**src/rtl/brs_pkg.sv**
```systemverilog
`timescale 1ns/1ps
package brs_pkg;

    localparam int unsigned LAT_W   = 3;
    localparam int unsigned CFG_W   = LAT_W + 2;
    localparam logic [LAT_W-1:0] LAT_MIN = 3'd2;

    // Configuration word: [4] ready enable, [3] group mode, [2:0] latency
    typedef struct packed {
        logic             rdy_en;
        logic             grp_mode;
        logic [LAT_W-1:0] lat;
    } brs_cfg_t;

    typedef enum logic [1:0] {
        ST_IDLE  = 2'd0,
        ST_WAIT  = 2'd1,
        ST_BURST = 2'd2,
        ST_STALL = 2'd3
    } brs_state_e;

    localparam brs_cfg_t CFG_RESET = '{rdy_en: 1'b0, grp_mode: 1'b0, lat: 3'd7};

    // Latency below the legal floor is raised to it; the field width caps it at 7.
    function automatic logic [LAT_W-1:0] clamp_lat(input logic [LAT_W-1:0] raw);
        return (raw < LAT_MIN) ? LAT_MIN : raw;
    endfunction

endpackage

```
**src/rtl/brs_cfg_reg.sv**
```systemverilog
`timescale 1ns/1ps
module brs_cfg_reg
    import brs_pkg::*;
(
    input  logic             clk,
    input  logic             rst,
    input  logic             we,
    input  logic [CFG_W-1:0] wdata,
    output brs_cfg_t         cfg
);

    brs_cfg_t wr_cfg;

    always_comb begin
        wr_cfg     = brs_cfg_t'(wdata);
        wr_cfg.lat = clamp_lat(wr_cfg.lat);
    end

    always_ff @(posedge clk) begin
        if (rst) begin
            cfg <= CFG_RESET;
        end else if (we) begin
            cfg <= wr_cfg;
        end
    end

endmodule

```
**src/rtl/brs_array.sv**
```systemverilog
`timescale 1ns/1ps
module brs_array #(
    parameter int unsigned ADDR_W = 8,
    parameter int unsigned DATA_W = 16
) (
    input  logic              clk,
    input  logic              we,
    input  logic [ADDR_W-1:0] waddr,
    input  logic [DATA_W-1:0] wdata,
    input  logic [ADDR_W-1:0] raddr,
    output logic [DATA_W-1:0] rdata
);

    localparam int unsigned DEPTH = 1 << ADDR_W;

    logic [DATA_W-1:0] mem [DEPTH];

    always_ff @(posedge clk) begin
        if (we) begin
            mem[waddr] <= wdata;
        end
    end

    assign rdata = mem[raddr];

endmodule

```
**src/rtl/brs_addr_gen.sv**
```systemverilog
`timescale 1ns/1ps
module brs_addr_gen #(
    parameter int unsigned ADDR_W  = 8,
    parameter int unsigned GROUP_W = 3,
    parameter int unsigned BLOCK_W = 6
) (
    input  logic [ADDR_W-1:0] cur,
    input  logic              grp_mode,
    output logic [ADDR_W-1:0] next,
    output logic              at_block_edge
);

    localparam int unsigned HI_W = ADDR_W - GROUP_W;

    logic [ADDR_W-1:0]  lin_next;
    logic [ADDR_W-1:0]  grp_next;
    logic [GROUP_W-1:0] grp_low;

    assign lin_next = cur + 1'b1;
    assign grp_low  = cur[GROUP_W-1:0] + 1'b1;

    generate
        if (HI_W > 0) begin : g_hi
            assign grp_next = {cur[ADDR_W-1:GROUP_W], grp_low};
        end else begin : g_flat
            assign grp_next = grp_low;
        end
    endgenerate

    assign next          = grp_mode ? grp_next : lin_next;
    assign at_block_edge = !grp_mode && (cur[BLOCK_W-1:0] == '0);

endmodule

```
**src/rtl/brs_ctrl.sv**
```systemverilog
`timescale 1ns/1ps
module brs_ctrl
    import brs_pkg::*;
#(
    parameter int unsigned ADDR_W = 8,
    parameter int unsigned DATA_W = 16
) (
    input  logic              clk,
    input  logic              rst,
    input  logic              capture,
    input  logic [ADDR_W-1:0] start_addr,
    input  brs_cfg_t          cfg,
    input  logic [DATA_W-1:0] rdata,
    input  logic [ADDR_W-1:0] next_addr,
    input  logic              at_block_edge,
    output logic [ADDR_W-1:0] cur_addr,
    output logic              grp_mode_q,
    output brs_state_e        state,
    output logic [DATA_W-1:0] data_q,
    output logic              valid_q
);

    logic [LAT_W-1:0] cnt;

    always_ff @(posedge clk) begin
        if (rst) begin
            state      <= ST_IDLE;
            cnt        <= '0;
            cur_addr   <= '0;
            grp_mode_q <= 1'b0;
            data_q     <= '0;
            valid_q    <= 1'b0;
        end else if (capture) begin
            state      <= ST_WAIT;
            cnt        <= cfg.lat - 1'b1;
            cur_addr   <= start_addr;
            grp_mode_q <= cfg.grp_mode;
            valid_q    <= 1'b0;
        end else begin
            unique case (state)
                ST_WAIT: begin
                    if (cnt == '0) begin
                        data_q   <= rdata;
                        valid_q  <= 1'b1;
                        cur_addr <= next_addr;
                        state    <= ST_BURST;
                    end else begin
                        cnt <= cnt - 1'b1;
                    end
                end
                ST_BURST: begin
                    if (at_block_edge) begin
                        valid_q <= 1'b0;
                        state   <= ST_STALL;
                    end else begin
                        data_q   <= rdata;
                        cur_addr <= next_addr;
                    end
                end
                ST_STALL: begin
                    data_q   <= rdata;
                    valid_q  <= 1'b1;
                    cur_addr <= next_addr;
                    state    <= ST_BURST;
                end
                default: begin
                    valid_q <= 1'b0;
                end
            endcase
        end
    end

endmodule

```
**src/rtl/burst_read_engine.sv**
```systemverilog
`timescale 1ns/1ps
module burst_read_engine
    import brs_pkg::*;
#(
    parameter int unsigned          ADDR_W    = 8,
    parameter int unsigned          DATA_W    = 16,
    parameter int unsigned          GROUP_W   = 3,
    parameter int unsigned          BLOCK_W   = 6,
    parameter logic [DATA_W-1:0]    IDLE_WORD = '0
) (
    input  logic              clk,
    input  logic              rst,
    input  logic              chip_en,
    input  logic              addr_strobe_n,
    input  logic              out_en,
    input  logic [ADDR_W-1:0] addr,
    input  logic              cfg_we,
    input  logic [CFG_W-1:0]  cfg_wdata,
    input  logic              ld_we,
    input  logic [ADDR_W-1:0] ld_addr,
    input  logic [DATA_W-1:0] ld_data,
    output logic [DATA_W-1:0] dout,
    output logic              ready
);

    brs_cfg_t          cfg_q;
    brs_state_e        state_w;
    logic              capture_w;
    logic              bus_on_w;
    logic              valid_w;
    logic              grp_w;
    logic              edge_w;
    logic [ADDR_W-1:0] cur_w;
    logic [ADDR_W-1:0] next_w;
    logic [DATA_W-1:0] rdata_w;
    logic [DATA_W-1:0] data_w;

    assign capture_w = chip_en && !addr_strobe_n;
    assign bus_on_w  = chip_en && out_en;

    brs_cfg_reg u_cfg (
        .clk   (clk),
        .rst   (rst),
        .we    (cfg_we),
        .wdata (cfg_wdata),
        .cfg   (cfg_q)
    );

    brs_array #(.ADDR_W(ADDR_W), .DATA_W(DATA_W)) u_array (
        .clk   (clk),
        .we    (ld_we),
        .waddr (ld_addr),
        .wdata (ld_data),
        .raddr (cur_w),
        .rdata (rdata_w)
    );

    brs_addr_gen #(.ADDR_W(ADDR_W), .GROUP_W(GROUP_W), .BLOCK_W(BLOCK_W)) u_agen (
        .cur           (cur_w),
        .grp_mode      (grp_w),
        .next          (next_w),
        .at_block_edge (edge_w)
    );

    brs_ctrl #(.ADDR_W(ADDR_W), .DATA_W(DATA_W)) u_ctrl (
        .clk           (clk),
        .rst           (rst),
        .capture       (capture_w),
        .start_addr    (addr),
        .cfg           (cfg_q),
        .rdata         (rdata_w),
        .next_addr     (next_w),
        .at_block_edge (edge_w),
        .cur_addr      (cur_w),
        .grp_mode_q    (grp_w),
        .state         (state_w),
        .data_q        (data_w),
        .valid_q       (valid_w)
    );

    assign dout  = (bus_on_w && valid_w) ? data_w : IDLE_WORD;
    assign ready = bus_on_w && valid_w && cfg_q.rdy_en;

endmodule

```
**config.mk**
```make
export PLATFORM = sky130hd
export DESIGN_NAME = burst_read_engine
export DESIGN_NICKNAME = d
export VERILOG_FILES = /design/src/rtl/brs_pkg.sv /design/src/rtl/brs_cfg_reg.sv /design/src/rtl/brs_array.sv /design/src/rtl/brs_addr_gen.sv /design/src/rtl/brs_ctrl.sv /design/src/rtl/burst_read_engine.sv
export SDC_FILE = /design/constraint.sdc
export NUM_CORES = 2
export LEC_CHECK = 0
export BUFFER_PORTS_ARGS = -buffer_cell sky130_fd_sc_hd__buf_4
export CORE_ASPECT_RATIO = 0.6
export CORE_MARGIN = 2
export CORE_UTILIZATION = 50
export CTS_BUF_LIST = sky130_fd_sc_hd__clkbuf_4
export CTS_CLUSTER_SIZE = 28
export DETAILED_ROUTE_END_ITERATION = 10
export PLACE_DENSITY = 0.68
export SKIP_LAST_GASP = 1
export SLEW_MARGIN = 20
export SYNTH_ARGS = -nofsm -noshare
export SYNTH_HDL_FRONTEND = slang
export SYNTH_SLANG_ARGS = --single-unit
```
**constraint.sdc**
```tcl
create_clock -name clk -period 4.9 [get_ports clk]
set_input_delay 0.49 -clock clk [delete_from_list [all_inputs] [get_ports clk]]
set_output_delay 0.49 -clock clk [all_outputs]
set_load 0.005 [all_outputs]
```
# [After elaboration in Yosys (flattened, before gate mapping)]
# Memories as Yosys holds them, arrays and structs flattened. A register that Yosys moved wholly into a read port is not among the register bits.
# Cells that the tools add are included.
# W data, S select, Z words.
[classes] reduce_logical=19 bitwise=1 muxes=24 addsub=4 eq_ne=10 magnitude_cmp=1
[ops] op="$mux W16" n=3
[ops] op="$mux W8" n=6
[ops] op="$pmux W16 S3" n=1
[ops] op="$pmux W8 S3" n=1
[ops] op="$mux W3" n=4
[ops] op="$reduce_and A3 Y1" n=3
[ops] op="$add A8 B1 Y8 const B" n=1
[ops] op="$logic_not A6 Y1" n=1
[ops] op="$ne A2 B2 Y1 const B" n=3
[ops] op="$ne A3 B3 Y1 const B" n=2
[ops] op="$pmux W2 S3" n=1
[ops] op="$sub A3 B1 Y3 const B" n=2
[ops] op="$logic_and A1 B1 Y1" n=5
[ops] op="$mux W1" n=5
[ops] op="$eq A2 B2 Y1 const B" n=2
[ops] op="$mux W2" n=2
[ops] op="$reduce_and A2 Y1" n=2
[ops] op="$reduce_and A4 Y1" n=1
[ops] op="$reduce_bool A4 Y1" n=1
[ops] op="$add A3 B1 Y3 const B" n=1
[ops] op="$logic_not A3 Y1" n=1
[ops] op="$lt A3 B2 Y1 const B" n=1
[ops] op="$ne A3 B2 Y1 const B" n=1
[ops] op="$pmux W1 S3" n=1
[ops] op="7 further kinds" n=8
[word_totals] ram_bits=4096 word_cells=70 output_inout_bits=17 inputBits=44 n_memories=1 regBits=36
[mem_list] memory="u_array.mem" words=256 width=16 read_ports=1 rd_clocked_by_memory_dff=1 write_ports=1 line_no="brs_array.sv:16" rtl="logic [DATA_W-1:0] mem [DEPTH];"

# [Depth between registers and ports, before layout]
[depth] depth_word=7 ltp_mapped=13

# [Hierarchy]
# A second synthesis with hierarchy kept.
[unflattened] hier_cells=7568 area_unflattened_um2=160478.9
[by_module_without_submodules] mod="brs_array" n_inst=1 area_per_inst_um2=158394.4 cells_each=7344 seq_area_each_um2=122998.0
[by_module_without_submodules] mod="brs_ctrl" n_inst=1 area_per_inst_um2=1524.0 cells_each=162 seq_area_each_um2=620.6
[by_module_without_submodules] mod="brs_cfg_reg" n_inst=1 area_per_inst_um2=211.5 cells_each=18 seq_area_each_um2=100.1
[by_module_without_submodules] mod="burst_read_engine" n_inst=1 area_per_inst_um2=182.7 cells_each=21 seq_area_each_um2=0.0
[by_module_without_submodules] mod="brs_addr_gen" n_inst=1 area_per_inst_um2=166.4 cells_each=23 seq_area_each_um2=0.0

# [Least setup slack after synthesis]
# OpenSTA, ideal clock, no wires.
[synth_path] path_type="input to register" startpoint="input ld_addr[0]" endpoint="memory u_array.mem[221][0], enable pin" path_stages=6 path_buffers=3 setup_ps=388 arrival_ps=2267 required_ps=4512 path_slack_ps=2244 path_cell_list="clkbuf_1 > nor2b_1 > clkbuf_1 > nand4_1 > clkbuf_1 > nor2_1"
[synth_lines] element="start: declaration" line_no="burst_read_engine.sv:20" rtl="input logic [ADDR_W-1:0] ld_addr,"
[synth_lines] element="end: declaration" line_no="brs_array.sv:16"
# No word-level cell before the write port.

==> results.md <==
## Clock tree
* 6 — H-tree depth reported by CTS
* 873 — clock buffers created by TritonCTS
* clkbuf_4 — cell at the root of the clock tree
* 0.07 ns — clock-pin slew of the registers on the worst-case setup and hold paths
* yes — clock tree from TritonCTS
* 4 — maximum buffer depth of the clock tree
* 4140 — Sink Count
* 1.46 ns — latest clock arrival within the worst-skew pair

## Synth
* 20.7 um^2 — mean instance size in the synthesized netlist
* edfxtp_1 — Main synth FF type
* 0.776 — proportion of synthesized chip area in sequential cells
* 4096 — number of synthesized flops with an enable pin
* 4140 — flip-flop and latch count after synthesis
* 7699 — Cells after Synth
* 0 — Async SR Flop Fraction
* 160000 um^2 — post-synthesis cell area
* 7746 — post-synth net total
* 64 — number of distinct library cells after synthesis
* 0 — number of warnings printed during yosys synthesis

## Critical path
* buf_4 — dominant cell type by count on the critical path
* 6.12 ns — signal arrival time at the worst endpoint
* dfxtp_4 — slowest stage cell on the critical path
* 31 — maximum fanout along the worst path
* compound AO/OA/AOI/OAI gates — delay-heaviest family, CP
* flip-flop — type of destination of the critical path
* 0.88 ns — Largest stage delay, worst path
* 3 — Buf/Inv on CP
* buf_12 > buf_4 > mux4_2 > a22o_1 > a2111oi_2 > buf_4 > a31oi_1 > o2111ai_1 > o211ai_1 — ordered cell list for the critical path
* 6.15 ns — required time of the worst setup path
* flip-flop — kind of launch point of the worst setup path
* flip-flop to flip-flop — crit path kind

## Placement
* 168000 um^2 — placed instance area
* -0.173 ns — pre-CTS WS
* 0.929 — final weighted congestion in routability-driven placement
* 271000 um — detailed-placement wirelength estimate
* 60 — total of buffers placed on input and output ports

## Cells and area
* edfxtp_1 — commonest non-fill, non-tap cell in the layout
* 8868 — net total in the final layout
* 180000 um^2 — post-layout instance area
* 0.567 — Final Util
* 23300 — number of filler cells placed in the layout
* 12.7% — area added between synthesis and finish
* edfxtp_1, clkbuf_4, mux4_2, mux2i_1, buf_4 — most used cells in the layout excluding fill and tap cells
* 33300 um^2 — multi-input combinational cell area
* 124000 um^2 — storage element area
* 0.296 — share of post-route cells with drive strength above 1

## Global route
* 625000 um — first-pass GRT wire length
* 83700 — via count of the first global-routing pass
* 41 — antenna violations before repair
* 153 — maximum number of pins on one net before global-route repair
* 0 — leftover overflow at the end of global routing
* 0.271 — total routing usage reported by global routing

## Timing
* no — unrepaired setup endpoints after global routing
* 1.37 ns — transition time at the pin with the least slew margin
* 205 MHz — fmax
* 0 ns — setup total negative slack
* 0.0792 — remaining max-slew budget at the tightest pin
* 0 — Final Hold Fails
* 0.0287 ns — smallest setup slack after layout
* 0.994 — crit share post-route
* 4.87 ns — Period minus WS final
* 0 — final setup violating endpoints
* 0.135 ns — clock skew
* 0 — final slew viol count

## Floorplan
* 160 — Cell Rows
* 442 um — die span in y
* 317000 um^2 — Core Footprint
* 324000 um^2 — Total Die Area
* 61 — num ports
* 734 um — die width
* 0.503 — initial standard-cell utilization of the core

## Pwr
* 56.2 nW — leakage power total
* 71.0 mW — sum of internal, switching and leakage power
* 0.000324 V — IR Drop Worst-Case VDD
* 394 nW/um^2 — cell area power density

## Detailed routing
* 177000 um — met1 wire length
* 8 — iteration count of the initial detailed-routing pass
* 87200 — via count
* 14600 — iteration-0 DRC count of the detailed router
* 0 — final routed DRC violation total
* 32.8 um — WL per Instance
* 76400 um — met3 routed wirelength
* 184000 um — met2 wire length
* 449000 um — final wirelength
* 6.37 — via/cell ratio
* 0 — antenna-violating nets left
* met5 — highest metal layer used by the detailed router

## Min path
* primary input to flip-flop — worst hold path type

## Run
* 0 — total of max-cap violations

## Outcome
* completed — outcome

==> synthesized netlist by cell type, drive strengths merged (32+ instances only) <==
| master | instances | area share |
|---|---|---|
| a2111oi | 49 | 0.0027 |
| a211oi | 140 | 0.0066 |
| a21oi | 122 | 0.0038 |
| a221oi | 37 | 0.0021 |
| a22oi | 75 | 0.0035 |
| and2 | 32 | 0.0013 |
| buf | 257 | 0.013 |
| clkbuf | 204 | 0.0048 |
| dfxtp | 44 | 0.0055 |
| edfxtp | 4096 | 0.77 |
| mux2i | 630 | 0.039 |
| mux4 | 717 | 0.10 |
| nand2 | 214 | 0.0050 |
| nand3 | 44 | 0.0014 |
| nor2 | 321 | 0.0075 |
| o21ai | 101 | 0.0032 |
| o221ai | 107 | 0.0059 |
| o22ai | 228 | 0.0089 |
==> power breakdown <==
part           internal [mW]  total [mW]  leakage, nW  switching, mW
combinational           2.10        5.78         12.4           3.68
clock                   13.0        26.1         6.63           13.2
sequential              39.0        39.1         37.2          0.113
total                   54.0        71.0         56.2           17.0
==> flip-flops by register name (all words and copies together), names as in the netlist, named ones only <==
name and count:
u_ctrl.cnt 3, u_ctrl.cur_addr 8, u_cfg.cfg 5, u_ctrl.valid_q 1, u_ctrl.state 2, u_array.mem 4096
u_ctrl.grp_mode_q 1, u_ctrl.data_q 16
==> worst paths after layout <==
| kind | from | endpoint | slack (ns) | cells past startpoint |
|---|---|---|---|---|
| max reg2reg | flip-flop | u_ctrl.data_q[8] | 0.03 | 9 |
| min reg2reg | u_cfg.cfg[3] | u_ctrl.grp_mode_q | 0.47 | 2 |
| min | ld_data[0] | u_array.mem[52][0] | 0.10 | 2 |
| max | flip-flop | u_ctrl.data_q[8] | 0.03 | 9 |
==> area by class of cell <==
type	count	share of cell area
clock inverter	180	0.00612
multi-input combinational	3087	0.185
timing repair buffer	711	0.0355
clock buffer	1326	0.0553
inverter	8	0.000195
tap	4212	0.0293
sequential	4140	0.688
antenna	34	0.000473
==> stage by stage <==
stage,hold WS (ns),instances
floorplan,0.428,7699
global placement,0.448,12100
detailed placement,0.453,12100
CTS,0.00297,13700
global route,0.0232,13700
finish,0.102,13700
==> cell families (layout without fill, tap and decap cells) <==
family          after synthesis  count (layout)  synth area share
compound gates              947             947            0.0411
xor+xnor                      9               9          0.000494
fa+ha+maj                     3               3          0.000235
buf+inv                     472            2225            0.0183
flops                      4140            4140             0.776
mux                        1364            1364             0.142
other cells                   0              34                 0
simple gates                764             764            0.0215
==> metal layers <==
metal,track usage,up-vias
met5,0.0155,-
met4,0.0726,22
met3,0.134,653
met2,0.358,6586
met1,0.399,44900
li1,-,35100
==> worst reg2reg max path: cells and delay by family, from the launching register on <==
kind | cells | cell delay, ns
multiplexers | 1 | 0.57
buffers and inverters | 3 | 1.06
flip-flops | 1 | 0.88
AO/OA/AOI/OAI | 5 | 2.17
==> timing repair <==
| action | CTS | global route |
|---|---|---|
| endpoints found under the setup margin | 1 | 1 |
| setup buffers | 0 | 1 |
| hold buffers | 84 | 0 |
| gates resized for setup | 1 | 0 |
| endpoints found under the hold margin | 4110 | 0 |
(Power assumes the default switching activity.)
